**config.mk**
```make
export PLATFORM = sky130hd
export DESIGN_NAME = irq_trig_ctrl
export DESIGN_NICKNAME = d
export VERILOG_FILES = /design/src/rtl/trigctl_pkg.sv /design/src/rtl/trigctl_sync.sv /design/src/rtl/trigctl_detect.sv /design/src/rtl/trigctl_regs.sv /design/src/rtl/irq_trig_ctrl.sv
export SDC_FILE = /design/constraint.sdc
export NUM_CORES = 1
export LEC_CHECK = 0
export CORE_ASPECT_RATIO = 0.8
export CORE_MARGIN = 3
export CORE_UTILIZATION = 45
export CTS_CLUSTER_DIAMETER = 80
export DETAILED_ROUTE_END_ITERATION = 6
export PLACE_DENSITY = 0.66
export SETUP_SLACK_MARGIN = 0.05
export SLEW_MARGIN = 10
export SYNTH_ARGS = -nofsm -noshare
export SYNTH_HDL_FRONTEND = slang
export SYNTH_HIERARCHICAL = 1
export SYNTH_SLANG_ARGS = --single-unit
```
**constraint.sdc**
```tcl
create_clock -name clk -period 3.4 [get_ports clk]
set_input_delay 0.34 -clock clk [delete_from_list [all_inputs] [get_ports clk]]
set_output_delay 0.34 -clock clk [all_outputs]
set_load 0.05 [all_outputs]
```
**src/rtl/trigctl_pkg.sv**
```systemverilog
package trigctl_pkg;

    // Register address width and byte offsets of the register window
    localparam int AW = 8;
    localparam logic [AW-1:0] OFS_STAT = 8'h00;
    localparam logic [AW-1:0] OFS_EN   = 8'h04;
    localparam logic [AW-1:0] OFS_SET  = 8'h08;
    localparam logic [AW-1:0] OFS_CLR  = 8'h0C;
    localparam logic [AW-1:0] OFS_POL  = 8'h10;
    localparam logic [AW-1:0] OFS_EDGE = 8'h14;

    // Default number of sources
    localparam int NSRC_DEF = 32;

    typedef enum logic [2:0] {
        SEL_NONE,
        SEL_STAT,
        SEL_EN,
        SEL_SET,
        SEL_CLR,
        SEL_POL,
        SEL_EDGE
    } reg_sel_e;

    // Per-source trigger configuration
    typedef struct packed {
        logic edge_md;   // 1: edge triggered, 0: level
        logic pol;       // 1: high / rising, 0: low / falling
    } trig_cfg_t;

    function automatic reg_sel_e map_offset(input logic [AW-1:0] a);
        reg_sel_e s;
        if (a[1:0] != 2'b00) begin
            s = SEL_NONE;
        end else begin
            case (a)
                OFS_STAT: s = SEL_STAT;
                OFS_EN:   s = SEL_EN;
                OFS_SET:  s = SEL_SET;
                OFS_CLR:  s = SEL_CLR;
                OFS_POL:  s = SEL_POL;
                OFS_EDGE: s = SEL_EDGE;
                default:  s = SEL_NONE;
            endcase
        end
        return s;
    endfunction

    // Level request after polarity is applied
    function automatic logic level_req(input logic cur, input trig_cfg_t c);
        return (cur == c.pol);
    endfunction

    // Qualifying transition between last and current synchronized sample
    function automatic logic edge_req(input logic cur, input logic prev,
                                      input trig_cfg_t c);
        return c.pol ? (cur & ~prev) : (~cur & prev);
    endfunction

endpackage

```
**src/rtl/trigctl_sync.sv**
```systemverilog
module trigctl_sync #(
    parameter int W = trigctl_pkg::NSRC_DEF
) (
    input  logic         clk,
    input  logic         rst,
    input  logic [W-1:0] d_async,
    output logic [W-1:0] d_sync
);
    logic [W-1:0] stage1;
    logic [W-1:0] stage2;

    always_ff @(posedge clk) begin
        if (rst) begin
            stage1 <= '0;
            stage2 <= '0;
        end else begin
            stage1 <= d_async;
            stage2 <= stage1;
        end
    end

    assign d_sync = stage2;
endmodule

```
**src/rtl/trigctl_detect.sv**
```systemverilog
module trigctl_detect
    import trigctl_pkg::*;
#(
    parameter int N = NSRC_DEF
) (
    input  logic         clk,
    input  logic         rst,
    input  logic [N-1:0] sync_in,
    input  logic [N-1:0] edge_md,
    input  logic [N-1:0] pol,
    input  logic [N-1:0] set_mask,
    input  logic [N-1:0] clr_mask,
    output logic [N-1:0] stat
);
    logic [N-1:0] prev_q;
    logic [N-1:0] stat_q;
    logic [N-1:0] stat_d;

    for (genvar g = 0; g < N; g++) begin : g_src
        trig_cfg_t cfg;
        assign cfg.edge_md = edge_md[g];
        assign cfg.pol     = pol[g];
        // An edge beats a clear in the same cycle; set is an OR term
        assign stat_d[g] = cfg.edge_md
            ? ((stat_q[g] & ~clr_mask[g]) | set_mask[g]
               | edge_req(sync_in[g], prev_q[g], cfg))
            : (level_req(sync_in[g], cfg) | set_mask[g]);
    end

    always_ff @(posedge clk) begin
        if (rst) begin
            prev_q <= '0;
            stat_q <= '0;
        end else begin
            prev_q <= sync_in;
            stat_q <= stat_d;
        end
    end

    assign stat = stat_q;
endmodule

```
**src/rtl/trigctl_regs.sv**
```systemverilog
module trigctl_regs
    import trigctl_pkg::*;
#(
    parameter int N = NSRC_DEF
) (
    input  logic          clk,
    input  logic          rst,
    input  logic          wr,
    input  logic          rd,
    input  logic [AW-1:0] addr,
    input  logic [N-1:0]  wdata,
    input  logic [N-1:0]  stat,
    output logic [N-1:0]  rdata,
    output logic [N-1:0]  en_q,
    output logic [N-1:0]  pol_q,
    output logic [N-1:0]  edge_q,
    output logic [N-1:0]  set_mask,
    output logic [N-1:0]  clr_mask
);
    reg_sel_e     sel;
    logic [N-1:0] rd_val;

    assign sel      = map_offset(addr);
    assign set_mask = (wr && sel == SEL_SET) ? wdata : '0;
    assign clr_mask = (wr && sel == SEL_CLR) ? wdata : '0;

    always_comb begin
        case (sel)
            SEL_STAT: rd_val = stat;
            SEL_EN:   rd_val = en_q;
            SEL_POL:  rd_val = pol_q;
            SEL_EDGE: rd_val = edge_q;
            default:  rd_val = '0;
        endcase
    end

    always_ff @(posedge clk) begin
        if (rst) begin
            en_q   <= '0;
            pol_q  <= '1;
            edge_q <= '0;
            rdata  <= '0;
        end else begin
            if (wr) begin
                case (sel)
                    SEL_EN:   en_q   <= wdata;
                    SEL_POL:  pol_q  <= wdata;
                    SEL_EDGE: edge_q <= wdata;
                    default:  ;
                endcase
            end
            if (rd) begin
                rdata <= rd_val;
            end
        end
    end
endmodule

```
**src/rtl/irq_trig_ctrl.sv**
```systemverilog
module irq_trig_ctrl
    import trigctl_pkg::*;
#(
    parameter int N = NSRC_DEF
) (
    input  logic          clk,
    input  logic          rst,
    input  logic          bus_wr,
    input  logic          bus_rd,
    input  logic [AW-1:0] bus_addr,
    input  logic [N-1:0]  bus_wdata,
    output logic [N-1:0]  bus_rdata,
    input  logic [N-1:0]  src_in,
    output logic          irq_out
);
    logic [N-1:0] src_sync;
    logic [N-1:0] en_q;
    logic [N-1:0] pol_q;
    logic [N-1:0] edge_q;
    logic [N-1:0] set_mask;
    logic [N-1:0] clr_mask;
    logic [N-1:0] stat_q;

    trigctl_sync #(.W(N)) u_sync (
        .clk     (clk),
        .rst     (rst),
        .d_async (src_in),
        .d_sync  (src_sync)
    );

    trigctl_regs #(.N(N)) u_regs (
        .clk      (clk),
        .rst      (rst),
        .wr       (bus_wr),
        .rd       (bus_rd),
        .addr     (bus_addr),
        .wdata    (bus_wdata),
        .stat     (stat_q),
        .rdata    (bus_rdata),
        .en_q     (en_q),
        .pol_q    (pol_q),
        .edge_q   (edge_q),
        .set_mask (set_mask),
        .clr_mask (clr_mask)
    );

    trigctl_detect #(.N(N)) u_det (
        .clk      (clk),
        .rst      (rst),
        .sync_in  (src_sync),
        .edge_md  (edge_q),
        .pol      (pol_q),
        .set_mask (set_mask),
        .clr_mask (clr_mask),
        .stat     (stat_q)
    );

    assign irq_out = |(stat_q & en_q);
endmodule

```
==> key figures <==
Setup path
  – Critical Path End Type: primary output
  – Critical path startpoint category: flip-flop
  – Req. time, crit path: about 3 ns
  – Critical path arrival: around 2.7 ns
  – Max FO, Critical Path: 3
  – Crit Path Category: flip-flop to primary output
  – Cells on worst reg2reg path: 3

Global routing
  – Met2 Use GR: a little over a third
  – GRT met1 Usage: 33.0%
  – Largest net degree at the start of global routing: 155
  – GRT Residual Overflow: 0
  – Vias in the first global route: roughly 8500
  – Met3 Use GR: between 3 and 4%
  – GR Util All Layers: a little under a quarter
  – Wire length of the first global-routing pass: about 47000 µm
  – Initial antenna violation count: 0
  – GR peak layer: met2

Final layout
  – Post-route cell area: 12700 µm²
  – Layout overhead on the synthesized area: 19.5%
  – Final net count: between 1000 and 1500
  – Fill cell count: between 2000 and 2500
  – N_diodes: 0
  – Share of cells above drive strength 1: 10.2%

Clocking
  – Clock Path Buffers: 3
  – TritonCTS clock tree: yes
  – Cts bufs inserted: 25
  – Clk_lat worst skew: between 0.5 and 0.6 ns
  – Clk slew on worst S/H paths: ~0.06 ns
  – Root Buffer: clkbuf_16
  – CTS HTree Levels: 1
  – Post_cts resized: 0
  – Clock sink count: ~260
  – Hold buffers post-CTS: 0
  – Post-CTS Setup Inserts: 0

Drt
  – DRC viols: 0
  – Drt first pass iters: 5
  – Initial DRC count: roughly 820
  – Final WL: about 30000 µm
  – Routed WL per cell: about 18 µm
  – DRT antenna net count: 0
  – DR vias/cell: 5.67
  – Via count of the routed design: around 9000

STA
  – RSZ-0062 raised after global routing: no
  – Clock Skew: between 0.009 and 0.01 ns
  – FMAX: about 330 MHz
  – Crit share post-route: between 80 and 90%
  – Fin crit period: approximately 3 ns
  – Final WS setup: 0.404 ns
  – Setup TNS: 0 ns
  – Relative slew slack: a little over two fifths
  – Hold Vio Cnt, Final: 0
  – Pins over their slew limit: 0
  – Final Setup Violations: 0
  – Slew at the pin closest to its max-slew limit: ~0.87 ns
  – Hold WS: between 0.3 and 0.4 ns

Floorplanning
  – Die Y: roughly 140 µm
  – Core box area: between 20000 and 25000 µm²
  – Initial core utilization: between 40% and 50%
  – Die W: 178 µm
  – Die footprint: between 20000 and 30000 µm²
  – Core Rows: just under 50
  – I/O pin cnt: approximately 110

Flow run
  – Number of max-cap violations: 0

Power
  – Worst IR Drop VDD: roughly 0.35 mV
  – Pwr Density: 487 nW/µm²
  – Leakage: 0.00423 µW

Synthesis
  – Main synth FF type: dfxtp_1
  – Mapped Cells: approximately 1200
  – Sequential-to-total area share from yosys stat: roughly half
  – Synth Register Bits: around 260
  – Synth warnings: 6
  – Post-synth ARST share: 0%
  – Cell Area, Synth: approximately 11000 µm²
  – Syn_area_per_cell: between 8 and 9 µm²
  – Mapped Nets: about 1300
  – Synth unique cells: 35
  – Post-synth EDFFs: 0

Placed design
  – Pre-CTS WS: between 0.3 and 0.4 ns
  – Detailed Place HPWL: approximately 18000 µm
  – Placer's final routability congestion estimate: a little under 0.8
  – Dpl cell area: between 10000 and 15000 µm²
  – I/O Buffers: ~110

Outcome
  – Status: finished, final reports clean

Hold path
  – Hold depth: 2
  – Hold crit path type: primary input to flip-flop
synth_stat cells, drive strengths merged, types with 4 or more instances:
master / instances / share of area [%]
dfxtp: 256 / 48
nand2: 131 / 4.6
and2: 97 / 5.7
nor2b: 97 / 7.1
inv: 66 / 2.3
nand3: 65 / 3.1
a21oi: 64 / 3.0
a221oi: 64 / 5.3
a31oi: 64 / 3.9
o21ai: 64 / 3.0
clkbuf: 58 / 2.0
nor2: 35 / 1.2
a211o: 32 / 2.6
o31ai: 32 / 2.3
buf: 27 / 2.4
a22oi: 16 / 1.2
ha: 4 / 0.47
nand4: 4 / 0.24
power by group:
part           switching [µW]  internal, µW  leakage, µW  total (µW)
Clock                    1150          1670     0.000421        2820
Combinational             135           134      0.00172         269
Sequential               33.2          3060      0.00208        3090
per-stage QoR:
| step | cells | total power (µW) | util (%) |
|---|---|---|---|
| finish | 1587 | 6180 | 55.7 |
| floorplan | 1192 | 3280 | - |
| detailed placement | 1543 | 3420 | 52.0 |
| CTS | 1587 | 6240 | 55.7 |
| global route | 1587 | 6400 | 55.7 |
| global placement | 1543 | 3420 | 52.0 |
state kept, by name, summed over array words and instances, names as in the netlist:
name,cells
u_det/prev_q,32
u_det/stat,32
u_regs/edge_q,32
u_regs/en_q,32
u_regs/pol_q,32
u_regs/rdata,32
u_sync/d_sync,32
u_sync/stage1,32
critical path: stages, from the launching register on:
cell and delay [ns]:
dfxtp_1 0.34, a22oi_1 0.26, nand4_1 0.18, or4_1 0.62, clkdlybuf4s50_1 0.74
layout by cell type, fill, tap and decap left out, drive strengths merged, types with 2 or more instances in the layout:
cell           count
a211o             32
a21oi             64
a221oi            64
a22oi             16
a31oi             64
and2              97
and3               3
buf               22
bufinv             2
clkbuf            37
clkdlybuf4s50    107
clkinv             5
dfxtp            256
ha                 4
inv               67
nand2            131
nand3             65
nand4              4
nor2              35
nor2b             97
nor4bb             2
o211ai             3
o21ai             64
o31ai             32
layer usage:
layer,part of all wire (%),vias to the layer above
met5,0,-
met4,1.8,0
met3,7.7,34
met2,44,347
met1,46,4293
li1,-,4324
final timing paths:
path                                   from                           end  slack [ns]
min reg2reg    u_sync/stage1[18]$_SDFF_PP0_  u_sync/d_sync[18]$_SDFF_PP0_        0.43
min                                     rst   u_det/prev_q[19]$_SDFF_PP0_        0.34
max reg2reg  u_regs/edge_q[31]$_SDFFE_PP0P_     u_det/stat[31]$_SDFF_PP0_        2.46
max               u_det/stat[12]$_SDFF_PP0_                       irq_out        0.40
kinds of logic after synthesis:
logic type / synth area share (%)
AOI/OAI and AO/OA: 21.8
and+or+nand+nor: 22.7
DFF: 48.2
adders and majority gates: 0.471
buffers and inverters: 6.76
muxes: 0.0942
final cells by class:
cell class                 instances  area [µm²]  share of cell area (%)
clock inverter                     8        93.8                   0.739
multi-input combinational        785        4790                    37.7
inverter                          66         248                    1.95
tap                              306         383                    3.02
clock buffer                      36         747                    5.88
timing repair buffer             130        1310                    10.3
sequential                       256        5120                    40.4
Power figures use the tool's default switching activity.
